===== src/rtl/lpc_wr_pkg.sv =====
package lpc_wr_pkg;

    localparam logic [3:0] START_MEM  = 4'b0000;
    localparam logic [3:0] START_STOP = 4'b1111;
    localparam logic [3:0] SYNC_READY = 4'b0000;
    localparam logic [3:0] TAR_IDLE   = 4'b1111;

    typedef enum logic [3:0] {
        ST_IDLE,
        ST_CTYPE,
        ST_ADDR,
        ST_DATA,
        ST_TAR_IN,
        ST_SYNC,
        ST_TAR_OUT,
        ST_TAR_END,
        ST_ABORT
    } rx_state_e;

    typedef struct packed {
        logic addr_we;
        logic data_we;
        logic data_last;
    } nib_ctl_t;

    function automatic logic is_mem_write(input logic [3:0] nib);
        return nib[3:1] == 3'b011;
    endfunction

    function automatic logic in_cycle(input rx_state_e s);
        return !(s == ST_IDLE || s == ST_ABORT);
    endfunction

    function automatic logic drives_bus(input rx_state_e s);
        return (s == ST_SYNC) || (s == ST_TAR_OUT);
    endfunction

endpackage


===== src/rtl/lpc_field_fsm.sv =====
module lpc_field_fsm
    import lpc_wr_pkg::*;
#(
    parameter int ADDR_NIBBLES = 8,
    parameter int DATA_NIBBLES = 2,
    parameter int TAR_CLKS     = 2
) (
    input  logic      clk,
    input  logic      rst,
    input  logic [3:0] lad_in,
    input  logic      lframe_n,
    output rx_state_e state,
    output nib_ctl_t  ctl
);

    localparam int SPAN  = ADDR_NIBBLES + DATA_NIBBLES + TAR_CLKS;
    localparam int CNT_W = (SPAN > 2) ? $clog2(SPAN) : 1;

    localparam logic [CNT_W-1:0] ADDR_LAST = CNT_W'(ADDR_NIBBLES - 1);
    localparam logic [CNT_W-1:0] DATA_LAST = CNT_W'(DATA_NIBBLES - 1);
    localparam logic [CNT_W-1:0] TIN_LAST  = CNT_W'(TAR_CLKS - 1);
    localparam logic [CNT_W-1:0] TEND_LAST = CNT_W'((TAR_CLKS > 1) ? TAR_CLKS - 2 : 0);

    rx_state_e        state_q, state_d;
    logic [CNT_W-1:0] cnt_q, cnt_d;

    always_comb begin
        state_d = state_q;
        cnt_d   = cnt_q;
        if (in_cycle(state_q) && !lframe_n) begin
            state_d = ST_ABORT;
            cnt_d   = '0;
        end else begin
            case (state_q)
                ST_IDLE: begin
                    if (!lframe_n && lad_in == START_MEM) begin
                        state_d = ST_CTYPE;
                    end
                end
                ST_ABORT: begin
                    if (!lframe_n && lad_in == START_STOP) begin
                        state_d = ST_IDLE;
                    end
                end
                ST_CTYPE: begin
                    cnt_d   = '0;
                    state_d = is_mem_write(lad_in) ? ST_ADDR : ST_IDLE;
                end
                ST_ADDR: begin
                    if (cnt_q == ADDR_LAST) begin
                        state_d = ST_DATA;
                        cnt_d   = '0;
                    end else begin
                        cnt_d = cnt_q + 1'b1;
                    end
                end
                ST_DATA: begin
                    if (cnt_q == DATA_LAST) begin
                        state_d = ST_TAR_IN;
                        cnt_d   = '0;
                    end else begin
                        cnt_d = cnt_q + 1'b1;
                    end
                end
                ST_TAR_IN: begin
                    if (cnt_q == TIN_LAST) begin
                        state_d = ST_SYNC;
                        cnt_d   = '0;
                    end else begin
                        cnt_d = cnt_q + 1'b1;
                    end
                end
                ST_SYNC: begin
                    state_d = ST_TAR_OUT;
                end
                ST_TAR_OUT: begin
                    cnt_d   = '0;
                    state_d = (TAR_CLKS > 1) ? ST_TAR_END : ST_IDLE;
                end
                ST_TAR_END: begin
                    if (cnt_q == TEND_LAST) begin
                        state_d = ST_IDLE;
                        cnt_d   = '0;
                    end else begin
                        cnt_d = cnt_q + 1'b1;
                    end
                end
                default: begin
                    state_d = ST_IDLE;
                    cnt_d   = '0;
                end
            endcase
        end
    end

    always_ff @(posedge clk) begin
        if (rst) begin
            state_q <= ST_IDLE;
            cnt_q   <= '0;
        end else begin
            state_q <= state_d;
            cnt_q   <= cnt_d;
        end
    end

    always_comb begin
        ctl.addr_we   = (state_q == ST_ADDR) && lframe_n;
        ctl.data_we   = (state_q == ST_DATA) && lframe_n;
        ctl.data_last = ctl.data_we && (cnt_q == DATA_LAST);
    end

    assign state = state_q;

endmodule


===== src/rtl/lpc_nibble_capture.sv =====
module lpc_nibble_capture
    import lpc_wr_pkg::*;
#(
    parameter int ADDR_NIBBLES = 8,
    parameter int DATA_NIBBLES = 2,
    localparam int ADDR_W = 4 * ADDR_NIBBLES,
    localparam int DATA_W = 4 * DATA_NIBBLES
) (
    input  logic              clk,
    input  logic              rst,
    input  logic [3:0]        lad_in,
    input  nib_ctl_t          ctl,
    output logic [ADDR_W-1:0] addr_q,
    output logic [DATA_W-1:0] data_next
);

    logic [DATA_W-1:0] data_q;

    // Address arrives most significant nibble first: shift in at the bottom.
    always_ff @(posedge clk) begin
        if (rst) begin
            addr_q <= '0;
        end else if (ctl.addr_we) begin
            addr_q <= {addr_q[ADDR_W-5:0], lad_in};
        end
    end

    // Data arrives least significant nibble first: shift in at the top.
    generate
        if (DATA_NIBBLES == 1) begin : g_single
            assign data_next = lad_in;
        end else begin : g_multi
            assign data_next = {lad_in, data_q[DATA_W-1:4]};
        end
    endgenerate

    always_ff @(posedge clk) begin
        if (rst) begin
            data_q <= '0;
        end else if (ctl.data_we) begin
            data_q <= data_next;
        end
    end

endmodule


===== src/rtl/lpc_launch_gate.sv =====
module lpc_launch_gate
    import lpc_wr_pkg::*;
#(
    parameter int ADDR_W = 32,
    parameter int DATA_W = 8
) (
    input  logic              clk,
    input  logic              rst,
    input  nib_ctl_t          ctl,
    input  logic [ADDR_W-1:0] addr_in,
    input  logic [DATA_W-1:0] data_in,
    output logic              launch_valid,
    output logic [ADDR_W-1:0] launch_addr,
    output logic [DATA_W-1:0] launch_data
);

    // The request is committed only when the final data nibble is taken
    // with the frame strobe high; earlier aborts never reach this point.
    always_ff @(posedge clk) begin
        if (rst) begin
            launch_valid <= 1'b0;
            launch_addr  <= '0;
            launch_data  <= '0;
        end else begin
            launch_valid <= ctl.data_last;
            if (ctl.data_last) begin
                launch_addr <= addr_in;
                launch_data <= data_in;
            end
        end
    end

endmodule


===== src/rtl/lpc_lad_drive.sv =====
module lpc_lad_drive
    import lpc_wr_pkg::*;
(
    input  rx_state_e  state,
    output logic       lad_oe,
    output logic [3:0] lad_out
);

    always_comb begin
        lad_oe  = drives_bus(state);
        lad_out = (state == ST_SYNC) ? SYNC_READY : TAR_IDLE;
    end

endmodule


===== src/rtl/lpc_wr_rx.sv =====
module lpc_wr_rx
    import lpc_wr_pkg::*;
#(
    parameter int ADDR_NIBBLES = 8,
    parameter int DATA_NIBBLES = 2,
    parameter int TAR_CLKS     = 2,
    localparam int ADDR_W = 4 * ADDR_NIBBLES,
    localparam int DATA_W = 4 * DATA_NIBBLES
) (
    input  logic              clk,
    input  logic              rst,
    input  logic [3:0]        lad_in,
    input  logic              lframe_n,
    output logic [3:0]        lad_out,
    output logic              lad_oe,
    output logic              launch_valid,
    output logic [ADDR_W-1:0] launch_addr,
    output logic [DATA_W-1:0] launch_data
);

    rx_state_e         state;
    nib_ctl_t          ctl;
    logic [ADDR_W-1:0] addr_acc;
    logic [DATA_W-1:0] data_acc;

    lpc_field_fsm #(
        .ADDR_NIBBLES(ADDR_NIBBLES),
        .DATA_NIBBLES(DATA_NIBBLES),
        .TAR_CLKS    (TAR_CLKS)
    ) u_fsm (
        .clk     (clk),
        .rst     (rst),
        .lad_in  (lad_in),
        .lframe_n(lframe_n),
        .state   (state),
        .ctl     (ctl)
    );

    lpc_nibble_capture #(
        .ADDR_NIBBLES(ADDR_NIBBLES),
        .DATA_NIBBLES(DATA_NIBBLES)
    ) u_cap (
        .clk      (clk),
        .rst      (rst),
        .lad_in   (lad_in),
        .ctl      (ctl),
        .addr_q   (addr_acc),
        .data_next(data_acc)
    );

    lpc_launch_gate #(
        .ADDR_W(ADDR_W),
        .DATA_W(DATA_W)
    ) u_gate (
        .clk         (clk),
        .rst         (rst),
        .ctl         (ctl),
        .addr_in     (addr_acc),
        .data_in     (data_acc),
        .launch_valid(launch_valid),
        .launch_addr (launch_addr),
        .launch_data (launch_data)
    );

    lpc_lad_drive u_drv (
        .state  (state),
        .lad_oe (lad_oe),
        .lad_out(lad_out)
    );

endmodule


===== config.mk =====
export PLATFORM = sky130hd
export DESIGN_NAME = lpc_wr_rx
export DESIGN_NICKNAME = d
export VERILOG_FILES = /design/src/rtl/lpc_wr_pkg.sv /design/src/rtl/lpc_field_fsm.sv /design/src/rtl/lpc_nibble_capture.sv /design/src/rtl/lpc_launch_gate.sv /design/src/rtl/lpc_lad_drive.sv /design/src/rtl/lpc_wr_rx.sv
export SDC_FILE = /design/constraint.sdc
export NUM_CORES = 1
export LEC_CHECK = 0
export ABC_AREA = 1
export BUFFER_PORTS_ARGS = -buffer_cell sky130_fd_sc_hd__buf_2
export CORE_MARGIN = 5
export CORE_UTILIZATION = 50
export CTS_BUF_LIST = sky130_fd_sc_hd__clkbuf_4
export CTS_CLUSTER_DIAMETER = 120
export CTS_CLUSTER_SIZE = 24
export DETAILED_ROUTE_END_ITERATION = 12
export PLACE_DENSITY = 0.72
export SYNTH_ARGS = -nofsm -noshare
export SYNTH_HDL_FRONTEND = slang
export SYNTH_SLANG_ARGS = --single-unit

===== constraint.sdc =====
create_clock -name clk -period 2 [get_ports clk]
set_input_delay 0.2 -clock clk [delete_from_list [all_inputs] [get_ports clk]]
set_output_delay 0.2 -clock clk [all_outputs]
set_load 0.02 [all_outputs]

### Word level (Yosys, flattened, before mapping)

Index checks and enable logic that the tools add are counted.

| word-level totals | value |
|---|---|
| input bits | 7 |
| output and inout port bits | 46 |
| flip-flop bits (word level) | 89 |
| word-level logic and storage cells | 65 |

| operators by class | value |
|---|---|
| equal/unequal tests | 24 |
| muxes and demuxes | 14 |
| reduce and logical (&&, ||, !) cells | 18 |
| add/sub/neg operators | 1 |

Operators with widths:

| kind | count |
|---|---|
| 4-bit two-way mux | 11 |
| 4-bit case mux with 9 select lines | 1 |
| 4-bit by 3-bit equality test with 1-bit output, second input constant | 5 |
| 4-bit case mux with 4 select lines | 1 |
| 4-bit zero test | 3 |
| 3-bit by 1-bit != test with 1-bit output, second input constant | 4 |
| 6-bit AND reduction | 2 |
| 4-bit by 1-bit equality test with 1-bit output, second input constant | 2 |
| 4-bit by 2-bit equality test with 1-bit output, second input constant | 2 |
| 4-bit equality test, second input constant | 2 |
| 2-bit by 1-bit != test with 1-bit output, second input constant | 4 |
| 1-bit logical AND | 6 |
| 3-bit != test, second input constant | 2 |
| 4-bit by 1-bit adder with 4-bit output, second input constant | 1 |
| 2-bit != test, second input constant | 2 |
| 2-bit OR reduction | 2 |
| 3-bit by 2-bit equality test with 1-bit output, second input constant | 1 |
| 3-bit OR reduction | 1 |
| 1-bit zero test | 2 |
| 1-bit logical OR | 2 |
| 2-bit two-way mux | 1 |

### Longest topological paths before layout

Gate-level depths: netlist (run 1).

| depth | value |
|---|---|
| word-level depth | 6 |
| depth in mapped cells | 10 |
| gate-level depth less buffers | 10 |

### Modules after synthesis

Synthesis (run 1) repeated with hierarchy kept, for this count alone.

| unflattened totals | value |
|---|---|
| cell total of the unflattened synthesis | 603 |
| area total of the unflattened synthesis | 3926.3 µm² |

Modules (own cells, without submodules):

| module | instances | cells an instance | seq. area each (µm²) | area an instance (µm²) |
|---|---|---|---|---|
| lpc_launch_gate | 1 | 257 | 820.8 | 1704.1 |
| lpc_nibble_capture | 1 | 228 | 720.7 | 1516.5 |
| lpc_field_fsm | 1 | 106 | 160.2 | 641.9 |
| lpc_lad_drive | 1 | 12 | 0.0 | 63.8 |

### Worst setup path before layout (run 1)

No wires, ideal clock.

| timing path | value |
|---|---|
| kind | reg-to-reg |
| start point | reg u_fsm.cnt_q[0] |
| end point | reg u_gate.launch_addr[28] |
| path slack | 604 ps |
| stages on the path, launching flop included | 8 |
| arrival time | 1283 ps |
| data required time | 1887 ps |
| buffers on the path | 1 |
| clock period less this slack | 1396 ps |
| library setup time | 113 ps |
| cell sequence | dfxtp_1 -> ha_1 -> nand3_1 -> nor2_8 -> buf_6 -> inv_2 -> nor2_1 -> nor2_1 |

| between the ends | value |
|---|---|
| longest elaborated chain between the ends | 2 |

Ends and longest elaborated chain:

| what | RTL line | RTL |
|---|---|---|
| start, declared | lpc_field_fsm.sv:25 | `logic [CNT_W-1:0] cnt_q, cnt_d;` |
| start signal, assigned | lpc_field_fsm.sv:102 | `cnt_q <= cnt_d;` |
| 4-bit by 1-bit equality test with 1-bit output | lpc_field_fsm.sv:109 | `ctl.data_last = ctl.data_we && (cnt_q == DATA_LAST);` |
| 1-bit logical AND | lpc_field_fsm.sv:109 |  |
| end signal, assigned | lpc_launch_gate.sv:27 | `launch_addr <= addr_in;` |
| end, declared | lpc_launch_gate.sv:13 | `output logic [ADDR_W-1:0] launch_addr,` |

No other way between the ends.
A chain may end at the register's enable or synchronous reset.

### Final worst setup path (run 1)

| timing path | value |
|---|---|
| start point | reg u_fsm.state_q[1] (netlist: u_fsm.state[1]) |
| end point | out lad_oe |

| between the ends | value |
|---|---|
| longest elaborated chain between the ends | 2 |
| elaborated cells between the ends (all ways) | 3 |
| classes of those cells | 2 x eq/ne; 1 x reduce/logical |

Ends and longest elaborated chain:

| what | RTL line | RTL |
|---|---|---|
| start, declared | lpc_field_fsm.sv:24 | `rx_state_e state_q, state_d;` |
| start signal, assigned | lpc_field_fsm.sv:101 | `state_q <= state_d;` |
| 4-bit by 3-bit equality test with 1-bit output | lpc_wr_pkg.sv:35 | `return (s == ST_SYNC) \|\| (s == ST_TAR_OUT);` |
| 1-bit logical OR * | lpc_wr_pkg.sv:35 |  |
| end, declared | lpc_wr_rx.sv:15 | `output logic lad_oe,` |

Mark *: on every way between the ends. The rest lies on a longest branch, timed or not.

==> impl_metrics.ini, run 1 <==
[clock_network]
cts_resized = 0
clockBufferDepth = 2
cts_tree = yes
cts_max_level = 3
numCtsBuffers = 9
cts_setup_buffers = 0
clkLatencyLatePin_ns = 0.42
clk_pin_slew_worst_paths_ns = 0.13
root_buffer = clkbuf_4
clock-sinks = 85

[route]
via_per_inst = 5.058
dr.first_iter.drc_count = 96
drc = 0
wl_per_cell_um = 12.37
drt_wl_total_um = 6814
drtAntennaViolNets = 0
firstDrtPassIters = 4
num_vias = 2787

[synth]
syn-num-nets = 435
synthDistinctLibCells = 21
synthCells = 425
synth_xor_area_share_pct = 0
syn_area_mm2 = 0.003313
avgSynthCellArea_um2 = 7.796
synth_top_area_share_pct = 51.36
synth_compound_area_share_pct = 22.62
synthSimpleGateAreaFrac_pct = 13.94
yosys_warnings = 0
ys_seq_area_share_pct = 51.36
synth_mux_area_share_pct = 0
synth-seq-cells = 85
synth.area.top_cells = dfxtp_1 51%, a21oi_1 11%, inv_1 6.2%
synth_top_area_cell = dfxtp_1
synth_top_family_by_area = compound AO/OA/AOI/OAI gates
synthAdderAreaFrac_pct = 1.133

[placed_design]
port_buffers = 52
placed_area_mm2 = 0.003575
routabilityCongestion = 0.8850
dp_hpwl_um = 4749

[cells_and_area]
drive_gt1_share_pct = 16.67
fin_util_pct = 58.19
n_antenna_cell = 0
stdcell_area_mm2 = 0.003716
areaGrowthSynthToFinish_pct = 12.16
final_nets = 479

[sta]
slew_viol_final = 0
max_freq_mhz = 580.5
setup_tns_ns = 0
setup_viol = 0
rsz0062_at_grt = false
post-route-min-period_ns = 1.723
period_share_pct = 86.13
fin_skew_ns = 0.007008
tightest_slew_ns = 0.5367
worst_hold_slack_ns = 0.03293
relSlewSlack_pct = 63.84
timing_hold_violations_final = 0

[grt]
use_met3_pct = 4.711
use_met1_pct = 23.28
grt_busiest_layer = met2
grt_pass1_vias = 2621
use_met2_pct = 25.30
antenna_found_initial = 0
gr-total-overflow = 0
grt_pass1_wl_um = 11930
grt_util_all_layers_pct = 17.27
grt_max_degree = 62

[floorplanning]
rows = 29
initial_core_util_pct = 51.88
die_x_um = 91.40
pin_count = 53
die_h_um = 91.40
coreArea_mm2 = 0.006386
dieArea_mm2 = 0.008354

[critical_path]
r2r_cells = 6
r2r_start = u_fsm.cnt_q[0]$_SDFFE_PP0N_
crit_required_ns = 1.80
r2r_slack_ns = 0.36
path_common_cell = nand2_1
path_max_fanout = 6
cpPeakStageDelay_ns = 0.43
rr_endpoint = u_gate.launch_addr[22]$_SDFFE_PP0P_
arrival_ns = 1.52
cp_num_buf_inv = 2
crit_path_end_kind = output port
start_kind = register
slowest_stage = dfxtp_1
crit_family = flip-flops
critPathKind = register to output port
cp_cell_sequence = inv_1, nand2_1, nand2_1, nor2_1, buf_2

[worst_hold_path]
holdCritPathClass = primary input to register
min_path_cells = 3
hold_start = lad_in[1]
min_to = u_gate.launch_data[5]$_SDFFE_PP0P_

[power_and_ir_drop]
ir_drop_mv = 0.4975
power.leakage_uw = 0.001692
power_density_mw_per_mm2 = 958.4

[outcome]
status = finished, final reports clean

[flow_run]
maxCapViolations = 0
## stage by stage
stage | setup slack (ns) | cells | total power [uW]
finish | 0.2774 | 551 | 3561
global route | 0.1500 | 551 | 3801
CTS | 0.2688 | 551 | 3592
detailed placement | 0.3811 | 534 | 2654
global placement | 0.4196 | 534 | 2637
floorplan | 0.6038 | 425 | 2496
## kinds of logic (layout without fill, tap and decap cells)
kind of cell,after synthesis,in the layout
adders and majority gates,3,3
buffers and inverters,83,132
and+or+nand+nor,105,105
AOI/OAI and AO/OA,149,149
DFF,85,85
## layout by cell type, fill, tap and decap left out, drive strengths merged, types with 2 or more instances in the layout
master  count
nand3      23
nand2      45
a21oi      73
ha          3
dfxtp      85
o21ai      76
inv        59
buf        57
nor2       34
clkbuf      9
clkinv      4
nor3        2
## area by class of cell
cell class                 count  area, um2
fill                         614       2670
clock buffer                   9      67.56
inverter                      58      217.7
multi-input combinational    257       1249
tap                           77      96.34
timing repair buffer          58      320.3
sequential                    85       1702
clock inverter                 7      63.81
## layer usage
metal,wire (um),vias to the layer above
met5,0,-
met2,3050,69
met1,3182,1226
met4,157,0
met3,424,15
li1,-,1477
## synthesized netlist by cell type
cell      number
buf_4          3
ha_1           3
dfxtp_1       85
o21ai_1       37
a21oi_1       72
o21ai_0       39
nor2_8         1
buf_6          4
buf_2          8
a21oi_2        1
nand2_2        1
nor2_1        32
nand3_1       23
nor2_4         1
nand2_1       43
inv_2          3
nor3_1         2
inv_1         55
nand2_4        1
clkbuf_1      10
nand4_1        1
## tightest hold or removal path, stage by stage
cell     delay, ns
buf_2         0.13
nand2_1       0.06
nand2_1       0.04
## sequential cells by signal, summed over array words and instances, names as in the netlist
register / cells
u_cap.addr_q: 32
u_fsm.state: 4
u_gate.launch_data: 8
u_cap.data_q: 4
u_gate.launch_valid: 1
u_fsm.cnt_q: 4
u_gate.launch_addr: 32
## worst max-delay path by stage
stage | cells after the start | to | startpoint
after floorplan | 7 | u_gate.launch_addr[28]$_SDFFE_PP0P_ | u_fsm.cnt_q[0]$_SDFFE_PP0N_
after global placement | 6 | u_gate.launch_addr[24]$_SDFFE_PP0P_ | u_fsm.cnt_q[0]$_SDFFE_PP0N_
after detailed placement | 6 | u_gate.launch_addr[25]$_SDFFE_PP0P_ | u_fsm.cnt_q[0]$_SDFFE_PP0N_
after CTS | 5 | lad_oe | u_fsm.state[1]$_SDFFE_PP0P_
after global routing | 6 | u_gate.launch_addr[0]$_SDFFE_PP0P_ | u_fsm.cnt_q[0]$_SDFFE_PP0N_
final | 5 | lad_oe | u_fsm.state[1]$_SDFFE_PP0P_
## power breakdown
group	switching [uW]	leakage, uW	internal, uW
sequential	97.3	0.000687	1840
clock	569	0.0000712	373
combinational	468	0.000934	213
total	1130	0.00169	2430
## what timing repair did
item | in CTS | in global routing
hold buffers | 1 | 0
hold endpoints to repair | 4 | 0
setup endpoints to repair | 0 | 0
Note: power is estimated with default switching activity, not from simulation.
==> run 2: changes to the inputs <==
CORE_MARGIN = unset   (was 5)
==> impl_metrics.ini, run 2 (synthesized netlist as in run 1, its figures left out) <==
[route]
firstDrtPassIters = 5
via_per_inst = 5.083
drt_wl_total_um = 6821
num_vias = 2801
wl_per_cell_um = 12.38
dr.first_iter.drc_count = 159
drc = 0
drtAntennaViolNets = 0

[placed_design]
placed_cells = 534
routabilityCongestion = 0.8888
placed_area_mm2 = 0.003600
pre_cts_ws_ns = 0.2894
dp_hpwl_um = 4695
port_buffers = 52

[power_and_ir_drop]
switching_power_uw = 1189
power_density_mw_per_mm2 = 970.3
p_comb_share_pct = 19.0
ir_drop_mv = 0.4851
power.share.sequential_pct = 53.1
power.leakage_uw = 0.001707
pwr-share-clk_pct = 27.9
internal_power_uw = 2457
switching_share_pct = 32.61

[cells_and_area]
stdcell_count = 551
drive_gt1_share_pct = 17.09
reg_top3 = u_cap.addr_q (32), u_gate.launch_addr (32), u_gate.launch_data (8)
stdcell_area_mm2 = 0.003757
layout_commonest_cell = dfxtp_1
final_cell_mix = 85 x dfxtp_1, 72 x a21oi_1, 55 x inv_1, 52 x buf_2, 43 x nand2_1
final_nets = 479
n_antenna_cell = 0
areaGrowthSynthToFinish_pct = 13.41

[sta]
rsz0062_at_grt = false
setup_viol = 0
timing_hold_violations_final = 0
worst_hold_slack_ns = 0.04145
setup_slack_ns = 0.2817
max_freq_mhz = 582.0
slew_viol_final = 0
relSlewSlack_pct = 66.68
post-route-min-period_ns = 1.718
setup_tns_ns = 0
fin_skew_ns = 0.01486
tightest_slew_ns = 0.4998
period_share_pct = 85.91

[worst_hold_path]
holdCritPathClass = primary input to register
min_path_cells = 3

[critical_path]
critPathKind = register to output port
r2r_cells = 6
crit_path_end_kind = output port
arrival_ns = 1.52
path_max_fanout = 6
crit_required_ns = 1.80
start_kind = register

[clock_network]
clkLatencyLatePin_ns = 0.42
clockBufferDepth = 2
clock-sinks = 85
numCtsBuffers = 9
cts_max_level = 3
cts_setup_buffers = 0
cts_tree = yes
clk_pin_slew_worst_paths_ns = 0.13
root_buffer = clkbuf_4

[outcome]
status = finished, final reports clean

[grt]
grt_max_degree = 62
grt_pass1_wl_um = 11720
grt_util_all_layers_pct = 20.93
grt_pass1_vias = 2499
antenna_found_initial = 0
gr-total-overflow = 0

[floorplanning]
initial_core_util_pct = 51.88
rows = 29
dieArea_mm2 = 0.006956
pin_count = 53
coreArea_mm2 = 0.006386
die_x_um = 83.40
die_h_um = 83.40

[flow_run]
maxCapViolations = 0
run 2: cell types whose count changed in the layout (fill, tap and decap cells not counted):
cell      previous run  this run
buf_12               1         3
buf_4                4         2
clkinv_1             2         0
clkinv_2             2         1
clkinv_4             0         1
inv_6                1         2
inv_8                0         1
run 2: layer usage:
metal	share of wire (%)	wire length, um	global-route usage [%]	up-vias
met1	50	3411	29.64	1255
met4	0.51	35	7.994	0
met5	0	0	0	-
met3	4.1	280	3.579	2
met2	45	3092	31.89	64
li1	-	-	-	1480
run 2: timing repair:
| item | 4_1_cts | 5_1_grt |
|---|---|---|
| endpoints found under the hold margin | 0 | 1 |
| hold buffers | 0 | 1 |
| gates resized for setup | 0 | 0 |
run 2: final timing paths:
kind	start	end	slack (ns)
setup / recovery	u_fsm.state[0]$_SDFFE_PP0P_	lad_oe	0.28
hold / removal	lad_in[0]	u_gate.launch_data[4]$_SDFFE_PP0P_	0.04
setup reg to reg	u_fsm.cnt_q[0]$_SDFFE_PP0N_	u_gate.launch_addr[7]$_SDFFE_PP0P_	0.28
hold reg to reg	u_cap.data_q[5]$_SDFFE_PP0P_	u_gate.launch_data[1]$_SDFFE_PP0P_	0.46
run 2: layout make-up:
| type | instances | area (um2) |
|---|---|---|
| fillers | 619 | 2629 |
| repair buffers | 58 | 345.3 |
| clock buffers | 9 | 67.56 |
| flip-flops and latches | 85 | 1702 |
| multi-input cells | 257 | 1249 |
| inverters | 58 | 217.7 |
| well taps | 77 | 96.34 |
| clock inverters | 7 | 80.08 |
run 2: per-stage QoR:
| step | util [%] | power, uW |
|---|---|---|
| final | 58.84 | 3646 |
| after CTS | 58.68 | 3675 |
| after detailed placement | 56.37 | 2662 |
| after floorplan | - | 2496 |
| after global placement | 56.37 | 2644 |
| after global routing | 58.84 | 3892 |
run 2: power groups by stage:
stage | combinational (uW) | sequential [uW] | clock, uW
6_report | 692 | 1940 | 1020
5_1_grt | 800 | 1960 | 1130
4_1_cts | 690 | 1940 | 1050
3_5_place_dp | 688 | 1970 | 0
3_3_place_gp | 673 | 1970 | 0
2_1_floorplan | 541 | 1950 | 0
run 2: critical path, cell delays in order (launching register included):
cell     delay [ns]
dfxtp_1        0.45
inv_1          0.10
nand2_1        0.15
nand2_1        0.09
nor2_1         0.14
buf_2          0.19
==> run 3: changes to the inputs <==
PLACE_DENSITY = 0.71   (was 0.72)
RECOVER_POWER = 25   (was unset)
SYNTH_HIERARCHICAL = 1   (was unset)
==> impl_metrics.ini, run 3 <==
[sta]
period_share_pct = 89.00
fin_skew_ns = 0.01712
max_freq_mhz = 561.8
relSlewSlack_pct = 61.19
timing_hold_violations_final = 0
rsz0062_at_grt = false
post-route-min-period_ns = 1.780
slew_viol_final = 0
tightest_slew_ns = 0.5813
setup_viol = 0
setup_tns_ns = 0
setup_slack_ns = 0.2199

[floorplanning]
initial_core_util_pct = 53.00
coreArea_mm2 = 0.007408
die_x_um = 90.62
pin_count = 53
rows = 31
die_h_um = 90.62
dieArea_mm2 = 0.008211

[critical_path]
crit_required_ns = 2.32
critPathKind = register to register
crit_path_end_kind = register
rr_endpoint = u_gate/launch_data[6]$_SDFFE_PP0P_
r2r_cells = 8
r2r_start = u_fsm/state[1]$_SDFFE_PP0P_
start_kind = register
r2r_slack_ns = 0.22
path_max_fanout = 48
arrival_ns = 2.10

[power_and_ir_drop]
ir_drop_mv = 0.6309
power.leakage_uw = 0.001804
power_density_mw_per_mm2 = 933.6

[cells_and_area]
n_antenna_cell = 0
final_cell_mix = 184 x nand2_1, 169 x nor2_1, 87 x inv_1, 85 x dfxtp_1, 31 x clkbuf_1
drive_gt1_share_pct = 9.938
final_nets = 650
reg_top3 = u_cap/addr_q (32), u_gate/launch_addr (32), u_gate/launch_data (8)
areaGrowthSynthToFinish_pct = 8.254
layout_commonest_cell = nand2_1

[worst_hold_path]
hold_start = lad_in[0]
min_path_cells = 5
min_to = u_gate/launch_data[4]$_SDFFE_PP0P_
holdCritPathClass = primary input to register

[clock_network]
cts_hold_buf = 1
clk_pin_slew_worst_paths_ns = 0.14
cts_setup_buffers = 0
clkLatencyLatePin_ns = 0.43
clockBufferDepth = 2
clock-sinks = 85
cts_tree = yes
numCtsBuffers = 9
cts_resized = 0
cts_max_level = 3
root_buffer = clkbuf_4

[synth]
synth-async-reset-ratio_pct = 0
ys.flop_type = dfxtp_1
yosysMostFrequentCell = nand2_1
ys_seq_area_share_pct = 43.34
avgSynthCellArea_um2 = 6.511
yosys_warnings = 6
synth_top_area_cell = dfxtp_1
syn_area_mm2 = 0.003926
synth_common_cells = 184 x nand2_1, 170 x nor2_1, 87 x inv_1
synth_top_area_share_pct = 43.34
synthDistinctLibCells = 25
synthCells = 603
synth-seq-cells = 85
synth_enable_flop_cells = 0
synth.area.top_cells = dfxtp_1 43%, nand2_1 18%, nor2_1 16%
syn-num-nets = 613

[placed_design]
port_buffers = 52
routabilityCongestion = 0.8087
dp_hpwl_um = 4754
pre_cts_ws_ns = 0.2189

[route]
drc = 0
drt_wl_total_um = 6962
dr.first_iter.drc_count = 128
drtAntennaViolNets = 0
num_vias = 3294
wl_per_cell_um = 9.370
firstDrtPassIters = 4
via_per_inst = 4.433

[grt]
grt_pass1_wl_um = 12430
grt_max_degree = 65
gr-total-overflow = 0
antenna_found_initial = 0
grt_util_all_layers_pct = 18.36
grt_pass1_vias = 3036

[flow_run]
maxCapViolations = 0

[outcome]
status = finished, final reports clean
## run 3: cell count changes after synthesis, moves of 4 or more
| cell | previous run | this run |
|---|---|---|
| nand2_1 | 43 | 184 |
| nor2_1 | 32 | 170 |
| a21oi_1 | 72 | 3 |
| o21ai_0 | 39 | 2 |
| o21ai_1 | 37 | 1 |
| inv_1 | 55 | 87 |
| nand3_1 | 23 | 8 |
| buf_6 | 4 | 16 |
| clkbuf_1 | 10 | 0 |
| nor2_2 | 0 | 6 |
| buf_4 | 3 | 8 |
| nand2_2 | 1 | 6 |
| inv_2 | 3 | 7 |
## run 3: metrics by stage
| step | hold WS, ns | cells | cell area, um2 | utilization, % | total power, uW |
|---|---|---|---|---|---|
| 2_1_floorplan | 0.2691 | 603 | 3926 | - | 2775 |
| 5_1_grt | 0.1077 | 743 | 4250 | 57.37 | 4247 |
| 3_5_place_dp | 0.4605 | 727 | 4128 | 55.72 | 2930 |
| 4_1_cts | 0.07863 | 743 | 4293 | 57.95 | 4020 |
| 6_report | 0.09771 | 743 | 4250 | 57.37 | 3968 |
| 3_3_place_gp | 0.4514 | 727 | 4128 | 55.72 | 2908 |
## run 3: kinds of logic (layout without fill, tap and decap cells)
group	count (synthesis)	in the layout	synth area share, %
compound gates	11	11	1.753
xor+xnor	1	1	0.2231
fa+ha+maj	3	3	0.9561
buf+inv	125	166	16.00
flops	85	85	43.34
simple gates	378	378	37.73
## run 3: cell type report
| type | instances | area [um2] |
|---|---|---|
| Tap cell | 99 | 123.9 |
| Multi-Input combinational cell | 393 | 1605 |
| Clock inverter | 6 | 87.58 |
| Fill cell | 765 | 3158 |
| Sequential cell | 85 | 1702 |
| Clock buffer | 9 | 67.56 |
| Timing Repair Buffer | 57 | 311.5 |
| Inverter | 94 | 352.8 |
## run 3: how the worst max path moves through the flow
stage | from | to | slack [ns]
2_1_floorplan | u_fsm/state[1]$_SDFFE_PP0P_ | u_gate/launch_addr[21]$_SDFFE_PP0P_ | 0.54
3_3_place_gp | u_fsm/state[1]$_SDFFE_PP0P_ | u_gate/launch_addr[31]$_SDFFE_PP0P_ | 0.34
3_5_place_dp | u_fsm/state[1]$_SDFFE_PP0P_ | u_gate/launch_data[6]$_SDFFE_PP0P_ | 0.22
4_1_cts | u_fsm/state[1]$_SDFFE_PP0P_ | u_gate/launch_data[6]$_SDFFE_PP0P_ | 0.19
5_1_grt | u_fsm/state[1]$_SDFFE_PP0P_ | u_gate/launch_data[6]$_SDFFE_PP0P_ | 0.04
6_report | u_fsm/state[1]$_SDFFE_PP0P_ | u_gate/launch_data[6]$_SDFFE_PP0P_ | 0.22
## run 3: metal layers
layer	vias to the layer above	global-route usage, %	routed length, um
met1	1428	21.69	3394
met4	0	9.409	143
met2	56	32.20	3156
li1	1797	-	-
met5	-	0	0
met3	13	2.609	266
## run 3: power by group
group	switching (uW)	internal [uW]
clock	578	503
combinational	577	323
sequential	135	1850
## run 3: critical path, cell delays in order (launching register included)
cell,delay [ns]
dfxtp_1,0.47
nand2_1,0.15
nor2_2,0.18
inv_1,0.11
nor3_2,0.31
buf_12,0.27
nand2_1,0.08
nand2_1,0.07
nor2_1,0.05
